===== config.mk =====
export PLATFORM = sky130hd
export DESIGN_NAME = op2_shifter
export DESIGN_NICKNAME = d
export VERILOG_FILES = /design/src/rtl/op2_shifter.sv
export SDC_FILE = /design/constraint.sdc
export NUM_CORES = 1
export LEC_CHECK = 0
export BUFFER_PORTS_ARGS = -buffer_cell sky130_fd_sc_hd__buf_2
export CAP_MARGIN = 10
export CELL_PAD_IN_SITES_DETAIL_PLACEMENT = 1
export CELL_PAD_IN_SITES_GLOBAL_PLACEMENT = 1
export CORE_MARGIN = 4
export CORE_UTILIZATION = 35
export DETAILED_ROUTE_END_ITERATION = 8
export PLACE_DENSITY = 0.7
export SETUP_SLACK_MARGIN = 0.4
export SYNTH_ARGS = -nofsm -noshare
export SYNTH_HDL_FRONTEND = slang
export SYNTH_SLANG_ARGS = --single-unit

===== constraint.sdc =====
create_clock -name clk -period 5.55 [get_ports clk]
set_input_delay 1.11 -clock clk [delete_from_list [all_inputs] [get_ports clk]]
set_output_delay 1.11 -clock clk [all_outputs]
set_load 0.05 [all_outputs]

===== src/rtl/op2_shifter.sv =====
module op2_shifter #(
  parameter int DW = 32
) (
  input  logic                    clk,
  input  logic                    rst_n,
  input  logic                    in_valid,
  input  logic                    use_imm,
  input  logic [1:0]              shift_kind,
  input  logic                    amt_sel,
  input  logic [$clog2(DW)-1:0]   amt_imm,
  input  logic [7:0]              shamt_reg,
  input  logic [11:0]             imm12,
  input  logic                    carry_in,
  input  logic [DW-1:0]           operand,
  output logic [DW-1:0]           result,
  output logic                    carry_out,
  output logic                    stall
);
  localparam int AW = $clog2(DW);
  localparam int EW = AW + 1;
  localparam logic [1:0] K_LSL = 2'b00;
  localparam logic [1:0] K_LSR = 2'b01;
  localparam logic [1:0] K_ASR = 2'b10;
  localparam logic [7:0] B_DW  = 8'(DW);
  localparam logic [EW-1:0] E_DW  = EW'(DW);
  localparam logic [EW-1:0] E_DW1 = EW'(DW + 1);

  logic          second_q;
  logic          reg_zero, imm_zero;
  logic [EW-1:0] e;
  logic [DW:0]   lsl_w, lsr_w, asr_w;
  logic [DW-1:0] ror_r, imm_byte, imm_rot;

  assign stall    = in_valid & ~use_imm & amt_sel & ~second_q;
  assign reg_zero = amt_sel & (shamt_reg == 8'd0);
  assign imm_zero = ~amt_sel & (amt_imm == '0);

  always_ff @(posedge clk or negedge rst_n)
    if (!rst_n) second_q <= 1'b0;
    else        second_q <= stall;

  always_comb begin
    case (shift_kind)
      K_LSL, K_LSR:
        e = amt_sel ? ((shamt_reg > B_DW) ? E_DW1 : EW'(shamt_reg))
                    : (imm_zero && shift_kind == K_LSR ? E_DW : {1'b0, amt_imm});
      K_ASR:
        e = amt_sel ? ((shamt_reg >= B_DW) ? E_DW : EW'(shamt_reg))
                    : (imm_zero ? E_DW : {1'b0, amt_imm});
      default:
        e = amt_sel ? {1'b0, shamt_reg[AW-1:0]} : {1'b0, amt_imm};
    endcase
  end

  assign lsl_w    = {1'b0, operand} << e;
  assign lsr_w    = {operand, 1'b0} >> e;
  assign asr_w    = $unsigned($signed({operand, 1'b0}) >>> e);
  assign ror_r    = DW'({operand, operand} >> e);
  assign imm_byte = {{(DW-8){1'b0}}, imm12[7:0]};
  assign imm_rot  = DW'({imm_byte, imm_byte} >> {imm12[11:8], 1'b0});

  always_comb begin
    result    = operand;
    carry_out = carry_in;
    if (use_imm) begin
      result    = imm_rot;
      carry_out = (imm12[11:8] == 4'd0) ? carry_in : imm_rot[DW-1];
    end else if (!reg_zero) begin
      case (shift_kind)
        K_LSL: if (e != '0) begin
          result    = lsl_w[DW-1:0];
          carry_out = lsl_w[DW];
        end
        K_LSR: begin
          result    = lsr_w[DW:1];
          carry_out = lsr_w[0];
        end
        K_ASR: begin
          result    = asr_w[DW:1];
          carry_out = asr_w[0];
        end
        default: if (imm_zero) begin
          result    = {carry_in, operand[DW-1:1]};
          carry_out = operand[0];
        end else begin
          result    = ror_r;
          carry_out = ror_r[DW-1];
        end
      endcase
    end
  end
endmodule


==> results.json, run 1 <==
{
  "status": "aborted with a tool error",
  "stop_stage": "5_1_grt",
  "error_line": "[ERROR GRT-0232] Routing congestion too high. Check the congestion heatmap in the GUI.",
  "grt_max_degree": 51,
  "endpoint_type": "output port",
  "die_y_microns": 150.2,
  "netlist_area_sq_um": 7078,
  "io_pins": 99,
  "dp_hpwl_microns": 47220,
  "grt_repair_worst_endpoint": "result[10]",
  "async_flop_share_pct": 100.0,
  "die_width_microns": 150.2,
  "routabilityCongestion": 1.117,
  "synth_edf_count": 0,
  "netlist_instances": 1204,
  "start_util_pct": 36.01,
  "synth.distinct_cells": 87,
  "pre_cts_slack_ns": -0.2977,
  "overflow": 89,
  "avgSynthCellArea_sq_um": 5.879,
  "synth_flop_cell": "dfrtp_1",
  "rows": 51,
  "grt_use_total_pct": 77.46,
  "syn_nets": 1269,
  "portBuffers": 98,
  "ys_seq_elements": 1,
  "synth_seq_area_share_pct": 0.3535,
  "ys_warn_count": 0
}
-- Yosys cell counts (20+ instances only) --
master    instances  area (sq um)
nand2_1         153         574.3
nor2_1          139         521.8
o21ai_0         131         655.6
nand3_1         124         620.6
a21oi_1          92         460.4
mux2i_1          66         660.6
clkbuf_1         56         210.2
o21ai_1          36         180.2
o22ai_1          33         206.5
buf_2            29         145.1
mux2_2           26         292.8
nor3_1           25         125.1
o211ai_1         21         157.7
a31oi_1          20         125.1
-- layer usage --
metal	global-route usage [%]	GRT overflow
met1	77.57	1
met2	90.67	37
met3	63.79	4
met4	77.68	45
met5	45.00	2
-- through the flow --
stage / cells / utilization, % / cell area [sq um] / hold WS (ns) / TNS, ns
after detailed placement: 1776 / 51.96 / 10210 / 0.4140 / -4.796
after CTS: 1817 / 61.31 / 12050 / 0.4140 / 0
after global placement: 1776 / 51.96 / 10210 / 0.4083 / -2.531
after floorplan: 1204 / - / 7381 / 0.6349 / 0
-- what timing repair did --
| item | 4_1_cts |
|---|---|
| endpoints found under the hold margin | 0 |
| cloned | 7 |
| pin swaps | 84 |
| setup buffers | 34 |
| resized for setup | 350 |
| hold buffers | 0 |
| endpoints found under the setup margin | 33 |
-- logic make-up after synthesis --
| family | synth area share (%) |
|---|---|
| flip-flops | 0.3535 |
| XOR/XNOR | 0.1238 |
| AO/OA/AOI/OAI | 44.55 |
| AND/OR/NAND/NOR | 33.27 |
| buffers and inverters | 7.247 |
| multiplexers | 14.46 |
==> inputs of run 2 (changes only) <==
==> config.mk (replaced) <==
export PLATFORM = sky130hd
export DESIGN_NAME = op2_shifter
export DESIGN_NICKNAME = d
export VERILOG_FILES = /design/src/rtl/op2_shifter.sv
export SDC_FILE = /design/constraint.sdc
export NUM_CORES = 1
export LEC_CHECK = 0
export BUFFER_PORTS_ARGS = -buffer_cell sky130_fd_sc_hd__buf_2
export CAP_MARGIN = 10
export CORE_MARGIN = 4
export CORE_UTILIZATION = 20
export DETAILED_ROUTE_END_ITERATION = 8
export PLACE_DENSITY_LB_ADDON = 0.15
export SYNTH_ARGS = -nofsm -noshare
export SYNTH_HDL_FRONTEND = slang
export SYNTH_SLANG_ARGS = --single-unit
==> results.json, run 2 <==
{
  "synth_flop_cell": "dfrtp_1",
  "worstRegToRegCells": 1,
  "ys_warn_count": 0,
  "routabilityCongestion": 1.061,
  "ys_seq_elements": 1,
  "async_flop_share_pct": 100.0,
  "synth_top_family_by_area": "compound AO/OA/AOI/OAI gates",
  "top_regs": "second_q (1)",
  "largest_reg_flops": 1,
  "die_y_microns": 196.1,
  "violations": "setup timing",
  "critPathArrivalTime_ns": 4.48,
  "crit_start": "shamt_reg[1]",
  "reg2reg_from": "second_q$_DFF_PN0_",
  "grt_pass1_wl_microns": 86250,
  "insertion_delay_ns": 0,
  "overflow": 0,
  "dp_hpwl_microns": 49420,
  "hold_viol": 0,
  "wl_per_cell_microns": 30.41,
  "endpoint_kind": "primary output",
  "avgSynthCellArea_sq_um": 5.879,
  "synth.distinct_cells": 87,
  "antenna_left": 0,
  "netlist_area_sq_um": 7078,
  "grt_antenna_before_repair": 2,
  "core_area_sq_um": 34710,
  "vias_per_cell": 6.081,
  "hold_path_depth": 1,
  "start_util_pct": 20.39,
  "rows": 68,
  "cp_cell_sequence": "buf_2, or4b_4, o2111a_2, buf_4, or3_4, buf_12, mux2i_1, mux2_4, mux2i_1, buf_4, nand2_1, o21ai_1, a31oi_1, a311oi_2, buf_6",
  "routed.top_layer": "met4",
  "r2r_slack_ns": 4.74,
  "synthTopCellsByArea": "mux2i_1, o21ai_0, nand3_1, nand2_1, nor2_1",
  "drive_above_1_share_pct": 43.12,
  "synthTopCellsByCount": "nand2_1, nor2_1, o21ai_0",
  "status": "finished with violations",
  "synthMuxAreaShare_pct": 14.46,
  "drtIter0Drc": 1856,
  "dieArea_sq_um": 38460,
  "synthToLayoutAreaGrowth_pct": 70.27,
  "timing.final.crit_share_pct": 100.8,
  "rsz0062_at_grt": "yes",
  "seq_area_sq_um": 25.02,
  "multiInputGateArea_sq_um": 7316,
  "slowest_delay_ns": 0.54,
  "r2r_end": "second_q$_DFF_PN0_",
  "post-route-drc-count": 0,
  "synth_xor_area_share_pct": 0.1237,
  "fmax_mhz": 178.8,
  "drt_wl_total_microns": 62770,
  "drv_slew": 0,
  "netlist_instances": 1204,
  "synthSimpleGateAreaFrac_pct": 33.27,
  "worst_pin_slew_ns": 0.7165,
  "setup_ws_ns": -0.04344,
  "grt_pass1_vias": 11786,
  "wirelength_met1_microns": 25070,
  "final_nets": 1674,
  "pre_cts_slack_ns": -0.3819,
  "top_register": "second_q",
  "final_cells": 2064,
  "setup_viol": 2,
  "synth_compound_area_share_pct": 44.55,
  "grt_use_total_pct": 30.37,
  "cap_violations": 0,
  "fin_crit_ns": 5.593,
  "wl_met3_microns": 6230,
  "post-synth-top-count-cell": "nand2_1",
  "relSlewSlack_pct": 51.79,
  "portBuffers": 98,
  "io_pins": 99,
  "critPathLaunchType": "input port",
  "synth_seq_area_share_pct": 0.3535,
  "syn_nets": 1269,
  "wl_met2_microns": 26820,
  "finClkSkew_ns": 0,
  "nFillCells": 3842,
  "hp-class": "flop to flop",
  "synthAdderAreaFrac_pct": 0,
  "netlist.area_leader.share_pct": 9.334,
  "vias": 12551,
  "cp.required_ns": 4.44,
  "die_width_microns": 196.1,
  "cpMaxStageDelayCell": "or4b_4",
  "setup.worst_path.end": "result[31]",
  "synth_edf_count": 0,
  "dpl.cell_count": 2046,
  "cts_hold_buf": 0,
  "cp_max_fo": 18,
  "grt_max_degree": 31,
  "layout.cells.most_common": "buf_4",
  "whs_ns": 0.4077,
  "clkSlewWorstSetupHoldPaths_ns": 0,
  "drt_pre_antenna_iters": 6,
  "crit_type": "input port to primary output",
  "synth_top_area_cell": "mux2i_1",
  "layout_common_cells": "buf_4, nand2_1, nor2_1"
}
==> run 2: cell counts after synthesis <==
Identical to the previous run, type by type.
==> run 2: final cells by class <==
type,count,area share (%)
timing repair buffer,504,34.17
multi-input combinational,1097,60.70
antenna,2,0.04153
tap,455,4.724
inverter,5,0.1557
sequential,1,0.2076
==> run 2: cell families after synthesis <==
| kind of cell | count (synthesis) |
|---|---|
| xor gates and xnor gates | 1 |
| DFF | 1 |
| muxes | 96 |
| AOI/OAI and AO/OA | 490 |
| and+or+nand+nor | 510 |
| buffers and inverters | 106 |
==> run 2: how the worst min path moves through the flow <==
stage / startpoint / to / slack (ns)
detailed placement: second_q$_DFF_PN0_ / second_q$_DFF_PN0_ / 0.41
CTS: second_q$_DFF_PN0_ / second_q$_DFF_PN0_ / 0.41
floorplan: second_q$_DFF_PN0_ / second_q$_DFF_PN0_ / 0.63
global placement: second_q$_DFF_PN0_ / second_q$_DFF_PN0_ / 0.40
global route: second_q$_DFF_PN0_ / second_q$_DFF_PN0_ / 0.43
finish: second_q$_DFF_PN0_ / second_q$_DFF_PN0_ / 0.41
==> run 2: metrics by stage <==
step	TNS (ns)	cell area [sq um]	util (%)
floorplan	0	7114	-
global placement	-6.888	10940	31.52
detailed placement	-6.161	10940	31.52
CTS	-0.04348	11320	32.60
global route	-0.9756	12050	34.70
finish	-0.05405	12050	34.72
==> run 2: timing repair <==
| item | in CTS | in global routing |
|---|---|---|
| setup endpoints to repair | 33 | 33 |
| pin swaps | 8 | 22 |
| gates resized for setup | 92 | 152 |
| cloned | 2 | 2 |
| buffers inserted | 1 | 11 |
==> run 2: worst max-delay path, delay by kind of cell <==
kind            cells  cell delay (ns)
compound gates      4             0.93
buf+inv             5             0.80
mux                 3             0.60
simple gates        3             1.00
==> run 2: layer usage <==
metal  vias up  GRT usage, %
li1       5478             -
met4         0         17.22
met1      6033         40.00
met3       196         5.873
met2       844         46.32
met5         -             0
